`config.mk`:
```
export PLATFORM = sky130hd
export DESIGN_NAME = dma_cutoff_guard
export DESIGN_NICKNAME = d
export VERILOG_FILES = /design/src/rtl/dma_guard_pkg.sv /design/src/rtl/dma_guard_cfg.sv /design/src/rtl/dma_guard_spans.sv /design/src/rtl/dma_guard_hit.sv /design/src/rtl/dma_cutoff_guard.sv
export SDC_FILE = /design/constraint.sdc
export NUM_CORES = 1
export LEC_CHECK = 0
export BUFFER_PORTS_ARGS = -buffer_cell sky130_fd_sc_hd__buf_4
export CAP_MARGIN = 20
export CORE_ASPECT_RATIO = 0.75
export CORE_MARGIN = 2
export CORE_UTILIZATION = 42
export CTS_BUF_LIST = sky130_fd_sc_hd__clkbuf_16
export CTS_CLUSTER_DIAMETER = 30
export DETAILED_ROUTE_END_ITERATION = 10
export GPL_TIMING_DRIVEN = 0
export PLACE_DENSITY = 0.74
export SKIP_LAST_GASP = 1
export SLEW_MARGIN = 25
export SYNTH_ARGS = -nofsm -noshare
export SYNTH_HDL_FRONTEND = slang
export SYNTH_SLANG_ARGS = --single-unit
```
`constraint.sdc`:
```
create_clock -name clk -period 4.8 [get_ports clk]
set_clock_uncertainty 0.15 [all_clocks]
set_input_delay 0.24 -clock clk [delete_from_list [all_inputs] [get_ports clk]]
set_output_delay 0.24 -clock clk [all_outputs]
set_load 0.05 [all_outputs]
```
`src/rtl/dma_guard_pkg.sv`:
```
package dma_guard_pkg;

  localparam int unsigned AW = 32;
  localparam int unsigned XW = AW + 1;
  localparam int unsigned REG_W = 32;

  localparam int unsigned MAIN_LSB = 0;
  localparam int unsigned MAIN_FW  = 4;
  localparam int unsigned EXT_LSB  = MAIN_LSB + MAIN_FW;
  localparam int unsigned EXT_FW   = 4;
  localparam int unsigned WRAM_BIT = EXT_LSB + EXT_FW;
  localparam int unsigned SEC_LSB  = WRAM_BIT + 1;
  localparam int unsigned SEC_FW   = 2;
  localparam int unsigned KEEP_W   = SEC_LSB + SEC_FW;

  typedef enum int unsigned {
    SPAN_MAIN     = 0,
    SPAN_EXT_HEAD = 1,
    SPAN_EXT      = 2,
    SPAN_WRAM     = 3,
    SPAN_SEC      = 4
  } span_id_e;

  localparam int unsigned SPAN_N = 5;

  typedef struct packed {
    logic          en;
    logic [XW-1:0] lo;
    logic [XW-1:0] hi;
  } span_t;

endpackage

```
`src/rtl/dma_guard_cfg.sv`:
```
module dma_guard_cfg
  import dma_guard_pkg::*;
#(
  parameter int unsigned KEEP = KEEP_W,
  parameter int unsigned RW   = REG_W
) (
  input  logic            clk,
  input  logic            rst,
  input  logic            we,
  input  logic [RW-1:0]   wdata,
  output logic [KEEP-1:0] cfg,
  output logic [RW-1:0]   rdata
);

  localparam int unsigned PAD = RW - KEEP;

  logic [KEEP-1:0] cfg_q;

  always_ff @(posedge clk) begin
    if (rst) begin
      cfg_q <= '0;
    end else if (we) begin
      cfg_q <= wdata[KEEP-1:0];
    end
  end

  assign cfg   = cfg_q;
  assign rdata = {{PAD{1'b0}}, cfg_q};

  AST_WRITE_LANDS: assert property (@(posedge clk) disable iff (rst)
    (!$past(rst) && $past(we)) |-> (cfg == $past(wdata[KEEP-1:0])));

endmodule

```
`src/rtl/dma_guard_spans.sv`:
```
module dma_guard_spans
  import dma_guard_pkg::*;
#(
  parameter logic [AW-1:0] MAIN_BASE  = 32'h2000_0000,
  parameter logic [AW-1:0] MAIN_END   = 32'h2800_0000,
  parameter logic [AW-1:0] EXT_BASE   = 32'h2800_0000,
  parameter logic [AW-1:0] EXT_END    = 32'h3000_0000,
  parameter logic [AW-1:0] WRAM_BASE  = 32'h1FF8_0000,
  parameter logic [AW-1:0] WRAM_BYTES = 32'h0008_0000,
  parameter logic [AW-1:0] SEC_END    = 32'h1F40_0000,
  parameter int unsigned   BIG_SHIFT  = 23,
  parameter int unsigned   SEC_SHIFT  = 20
) (
  input  logic                   clk,
  input  logic                   rst,
  input  logic [KEEP_W-1:0]      cfg,
  output span_t [SPAN_N-1:0]     spans
);

  localparam logic [XW-1:0] BIG_STEP = XW'(1) << BIG_SHIFT;

  logic [MAIN_FW-1:0] main_cnt;
  logic [EXT_FW-1:0]  ext_cnt;
  logic [SEC_FW-1:0]  sec_cnt;
  logic               wram_lock;

  assign main_cnt  = cfg[MAIN_LSB +: MAIN_FW];
  assign ext_cnt   = cfg[EXT_LSB +: EXT_FW];
  assign sec_cnt   = cfg[SEC_LSB +: SEC_FW];
  assign wram_lock = cfg[WRAM_BIT];

  always_comb begin
    spans = '0;

    spans[SPAN_MAIN].en = (main_cnt != '0);
    spans[SPAN_MAIN].lo = XW'(MAIN_END) - (XW'(main_cnt) << BIG_SHIFT);
    spans[SPAN_MAIN].hi = XW'(MAIN_END);

    spans[SPAN_EXT_HEAD].en = (main_cnt != '0);
    spans[SPAN_EXT_HEAD].lo = XW'(EXT_BASE);
    spans[SPAN_EXT_HEAD].hi = XW'(EXT_BASE) + BIG_STEP;

    spans[SPAN_EXT].en = (ext_cnt != '0);
    spans[SPAN_EXT].lo = XW'(EXT_END) - (XW'(ext_cnt) << BIG_SHIFT);
    spans[SPAN_EXT].hi = XW'(EXT_END);

    spans[SPAN_WRAM].en = wram_lock;
    spans[SPAN_WRAM].lo = XW'(WRAM_BASE);
    spans[SPAN_WRAM].hi = XW'(WRAM_BASE) + XW'(WRAM_BYTES);

    spans[SPAN_SEC].en = (sec_cnt != '0);
    spans[SPAN_SEC].lo = XW'(SEC_END) - (XW'(sec_cnt) << SEC_SHIFT);
    spans[SPAN_SEC].hi = XW'(SEC_END);
  end

  AST_MAIN_FLOOR: assert property (@(posedge clk) disable iff (rst)
    spans[SPAN_MAIN].en |-> (spans[SPAN_MAIN].lo >= (XW'(MAIN_BASE) + BIG_STEP)));

endmodule

```
`src/rtl/dma_guard_hit.sv`:
```
module dma_guard_hit
  import dma_guard_pkg::*;
(
  input  logic [XW-1:0] req_lo,
  input  logic [XW-1:0] req_hi,
  input  span_t         span,
  output logic          hit
);

  always_comb begin
    hit = span.en && (req_lo < span.hi) && (req_hi > span.lo);
  end

endmodule

```
`src/rtl/dma_cutoff_guard.sv`:
```
module dma_cutoff_guard
  import dma_guard_pkg::*;
#(
  parameter int unsigned   LEN_W      = 8,
  parameter logic [AW-1:0] MAIN_BASE  = 32'h2000_0000,
  parameter logic [AW-1:0] MAIN_END   = 32'h2800_0000,
  parameter logic [AW-1:0] EXT_BASE   = 32'h2800_0000,
  parameter logic [AW-1:0] EXT_END    = 32'h3000_0000,
  parameter logic [AW-1:0] WRAM_BASE  = 32'h1FF8_0000,
  parameter logic [AW-1:0] WRAM_BYTES = 32'h0008_0000,
  parameter logic [AW-1:0] SEC_END    = 32'h1F40_0000,
  parameter int unsigned   BIG_SHIFT  = 23,
  parameter int unsigned   SEC_SHIFT  = 20
) (
  input  logic             clk,
  input  logic             rst,
  input  logic             cfg_we,
  input  logic [REG_W-1:0] cfg_wdata,
  output logic [REG_W-1:0] cfg_rdata,
  input  logic             req_valid,
  input  logic [AW-1:0]    req_addr,
  input  logic [LEN_W-1:0] req_len,
  output logic             req_deny
);

  localparam logic [XW-1:0] LOW_SAFE_END = XW'(MAIN_BASE) + (XW'(1) << BIG_SHIFT);

  logic [KEEP_W-1:0]   cfg;
  span_t [SPAN_N-1:0]  spans;
  logic [SPAN_N-1:0]   hits;
  logic [XW-1:0]       req_lo;
  logic [XW-1:0]       req_hi;

  dma_guard_cfg #(
    .KEEP (KEEP_W),
    .RW   (REG_W)
  ) u_cfg (
    .clk   (clk),
    .rst   (rst),
    .we    (cfg_we),
    .wdata (cfg_wdata),
    .cfg   (cfg),
    .rdata (cfg_rdata)
  );

  dma_guard_spans #(
    .MAIN_BASE  (MAIN_BASE),
    .MAIN_END   (MAIN_END),
    .EXT_BASE   (EXT_BASE),
    .EXT_END    (EXT_END),
    .WRAM_BASE  (WRAM_BASE),
    .WRAM_BYTES (WRAM_BYTES),
    .SEC_END    (SEC_END),
    .BIG_SHIFT  (BIG_SHIFT),
    .SEC_SHIFT  (SEC_SHIFT)
  ) u_spans (
    .clk   (clk),
    .rst   (rst),
    .cfg   (cfg),
    .spans (spans)
  );

  assign req_lo = {1'b0, req_addr};
  assign req_hi = {1'b0, req_addr} + XW'(req_len) + XW'(1);

  for (genvar g = 0; g < SPAN_N; g++) begin : g_hit
    dma_guard_hit u_hit (
      .req_lo (req_lo),
      .req_hi (req_hi),
      .span   (spans[g]),
      .hit    (hits[g])
    );
  end

  assign req_deny = req_valid && (|hits);

  AST_IDLE_QUIET: assert property (@(posedge clk) disable iff (rst)
    !req_valid |-> !req_deny);

  AST_ZERO_OPEN: assert property (@(posedge clk) disable iff (rst)
    (cfg_rdata == '0) |-> !req_deny);

  AST_LOW_MAIN_OPEN: assert property (@(posedge clk) disable iff (rst)
    (req_valid && (req_lo >= XW'(MAIN_BASE)) && (req_hi <= LOW_SAFE_END)) |-> !req_deny);

  AST_WRAM_LOCK: assert property (@(posedge clk) disable iff (rst)
    (req_valid && cfg_rdata[WRAM_BIT] && (req_lo >= XW'(WRAM_BASE))
     && (req_lo < (XW'(WRAM_BASE) + XW'(WRAM_BYTES)))) |-> req_deny);

endmodule

```
==> impl_metrics.ini <==
[grt]
grt_use_met2_pct = 27.6
met3_usage_pct = 2.85
track_usage_pct = 19.0
grt_pass1_wl_mm = 9.01
grt_pass1_vias = 1940
busiest_layer = met1
antenna_found_initial = 0
grt_max_degree = 11
grt.met1_usage_pct = 30.2
grt-ovfl-total = 0

[logic_synthesis]
ys.flop_type = dfxtp_1
ys_seq_area_share_pct = 9.90
synth_edf_count = 0
synth-async-reset-ratio_pct = 0
synthCells = 293
synth.avg_cell_area_um2 = 7.59
yosysWarnings = 0
synth_cell_types = 63
ys_ff_latch = 11
syn_area_um2 = 2220

[detailed_routing]
drc_errors = 0
detail_route.wl_per_cell_um = 12.5
num_vias = 2357
drtIter0Drc = 138
wl_mm = 5.71
ant_nets = 0
first_pass_iters = 4
vias_per_cell = 5.18

[cells_and_area]
area_growth_pct = 34.5
fillers = 479
n_antenna_cell = 0
layout-drive-gt1-share_pct = 28.5
largest_reg_flops = 11
fin_area_um2 = 2990
finalNonFillerCells = 455
nets = 484

[power]
max-vdd-ir-drop_mv = 0.149
leakagePower_nw = 1.43
power.density_nw_per_um2 = 185

[timing]
timing.final.crit_share_pct = 93.9
layout_setup_ws_ns = 0.293
finalHoldViolCount = 0
slew-limit-headroom_pct = 52.5
whs_ns = 0.0226
slew_violations = 0
min_period_ns = 4.51
clock.fmax_mhz = 222
finalSetupViolCount = 0
rsz0062_at_grt = false
tightestPinTransition_ns = 0.712

[place]
dp_cells = 449
dp_hpwl_mm = 4.87
place_ws_ns = -0.0337
portBuffers = 64
place_area_um2 = 2870
gp_congestion = 0.957

[critical_path]
path_max_fanout = 5
critPathKind = input port to output pin
rr_worst_depth = 2
max_stage_delay_ns = 0.43
worstPathRequired_ns = 4.41
path_common_cell = buf_4
arrival_ns = 4.12
slowest_stage = fa_1
crit_path_end_kind = output pin
crit_chain = buf_4 -> inv_1 -> ha_1 -> inv_1 -> fa_1 -> a211oi_4 -> nor3_1 -> o211ai_1 -> buf_4 -> xnor2_2 -> ha_1 -> nor2b_1 -> o21a_1 -> o311ai_1 -> a31oi_1 -> o21ai_0 -> nand2_1 -> a211oi_2 -> a31oi_1 -> o41a_1 -> buf_4
cp-start-kind = input port

[die]
initial_core_util_pct = 44.6
die_area_um2 = 5900
die_w_um = 88.0
rows = 22
num_io_pins = 109
die_height_um = 67.0
core_region_area_um2 = 4980

[status]
status = complete, no violations

[clock_tree]
numClockSinks = 11
path_clk_slew_ns = 0.04
root_buffer = clkbuf_16
cts_buffers = 3
clock_latency_ns = 0.23
clk_path_buf_depth = 2
cts_tree = done
ctsHoldBuffers = 0
h-tree-depth = 1

[worst_hold_path]
hold_class = input port to flip-flop
whs_path_depth = 2

[job]
drv_cap = 0
[area by class of cell]
cell class                      instances  area, um^2  share of cell area (%)
Tap cell                               72        90.1                    3.01
Timing Repair Buffer                   66         495                    16.6
Buffer                                 30         223                    7.45
Clock inverter                          1        3.75                   0.126
Multi-Input combinational cell        250        1800                    60.2
Sequential cell                        11         220                    7.36
Clock buffer                            3        75.1                    2.51
Inverter                               22        82.6                    2.76
[worst paths after layout]
| kind | startpoint | to | slack (ns) |
|---|---|---|---|
| min reg2reg | u_cfg.cfg[8] | u_cfg.cfg[8] | 0.40 |
| max reg2reg | u_cfg.cfg[6] | u_cfg.cfg[6] | 3.97 |
| max | req_len[0] | req_deny | 0.29 |
| min | rst | u_cfg.cfg[1] | 0.02 |
[worst max-delay path, delay by kind of cell]
| family | cells | cell delay, ns |
|---|---|---|
| compound gates | 9 | 1.90 |
| fa+ha+maj | 3 | 0.88 |
| buf+inv | 5 | 0.55 |
| simple gates | 3 | 0.34 |
| xor+xnor | 1 | 0.19 |
[synth_stat cells (3+ instances only)]
| cell | count | share of area (%) |
|---|---|---|
| a211oi_1 | 3 | 1.0 |
| a21o_1 | 4 | 1.4 |
| a21oi_1 | 9 | 2.0 |
| a31oi_1 | 7 | 2.0 |
| and2_1 | 3 | 0.84 |
| and3_1 | 5 | 1.4 |
| and4_1 | 4 | 1.6 |
| buf_4 | 23 | 7.8 |
| buf_6 | 3 | 1.5 |
| dfxtp_1 | 11 | 9.9 |
| ha_1 | 23 | 13 |
| inv_1 | 22 | 3.7 |
| mux2i_1 | 12 | 5.4 |
| nand2_1 | 16 | 2.7 |
| nand2b_1 | 3 | 0.84 |
| nand3_1 | 7 | 1.6 |
| nand4_1 | 16 | 4.5 |
| nor2_1 | 26 | 4.4 |
| nor3_1 | 6 | 1.4 |
| o211ai_1 | 5 | 1.7 |
| o21ai_0 | 12 | 2.7 |
| o21ai_1 | 3 | 0.68 |
| xnor2_1 | 12 | 4.7 |
| xor2_1 | 10 | 3.9 |
[per-stage QoR]
stage | setup TNS, ns | utilization [%] | power (mW)
final | 0 | 60.0 | 0.554
after global routing | 0 | 60.0 | 0.595
after CTS | 0 | 59.3 | 0.551
after detailed placement | -0.0337 | 57.6 | 0.401
after global placement | -0.0232 | 57.6 | 0.398
after floorplan | 0 | - | 0.318
[power by group]
group	total (mW)	internal (mW)	switching, mW	leakage (nW)
Combinational	0.304	0.128	0.176	1.30
Sequential	0.104	0.0974	0.00640	0.0909
Clock	0.146	0.109	0.0371	0.0423
Total	0.554	0.334	0.220	1.43
[layer usage]
metal  wire [um]  vias to the layer above  part of all wire [%]
met5           0                        -                     0
met4           0                        0                     0
met3         342                        0                   6.0
met2        2390                       68                    42
met1        2970                     1062                    52
li1            -                     1227                     -
[cells in the final DEF (no fill, tap or decap), drive strengths merged, types with 2 or more instances in the layout]
master / instances
mux2i: 12
dfxtp: 11
nand3: 7
clkbuf: 5
conb: 21
o211ai: 5
nand2: 16
xnor2: 13
o41a: 2
and2: 3
xor2: 10
nor2b: 2
nor3b: 2
o311a: 2
nand2b: 3
and4: 5
ha: 23
or4: 3
a211oi: 5
a21oi: 9
nor3: 6
and3: 5
or2: 2
nand4: 16
nor4bb: 2
inv: 23
a21boi: 2
o21ai: 15
a21o: 5
a31oi: 7
nor2: 26
buf: 94
[kinds of logic after synthesis]
logic type	count (synthesis)	share of synthesized area, %
simple gates	103	25.9
compound gates	67	21.6
buf+inv	52	13.7
fa+ha+maj	24	13.8
xor+xnor	23	9.40
mux	12	5.40
flops	11	9.90
other cells	1	0.169
[timing repair]
action,CTS,global route
endpoints found under the setup margin,1,1
resized for setup,1,4
pin swaps,0,2
buffers inserted,0,2
(Power assumes the default switching activity.)
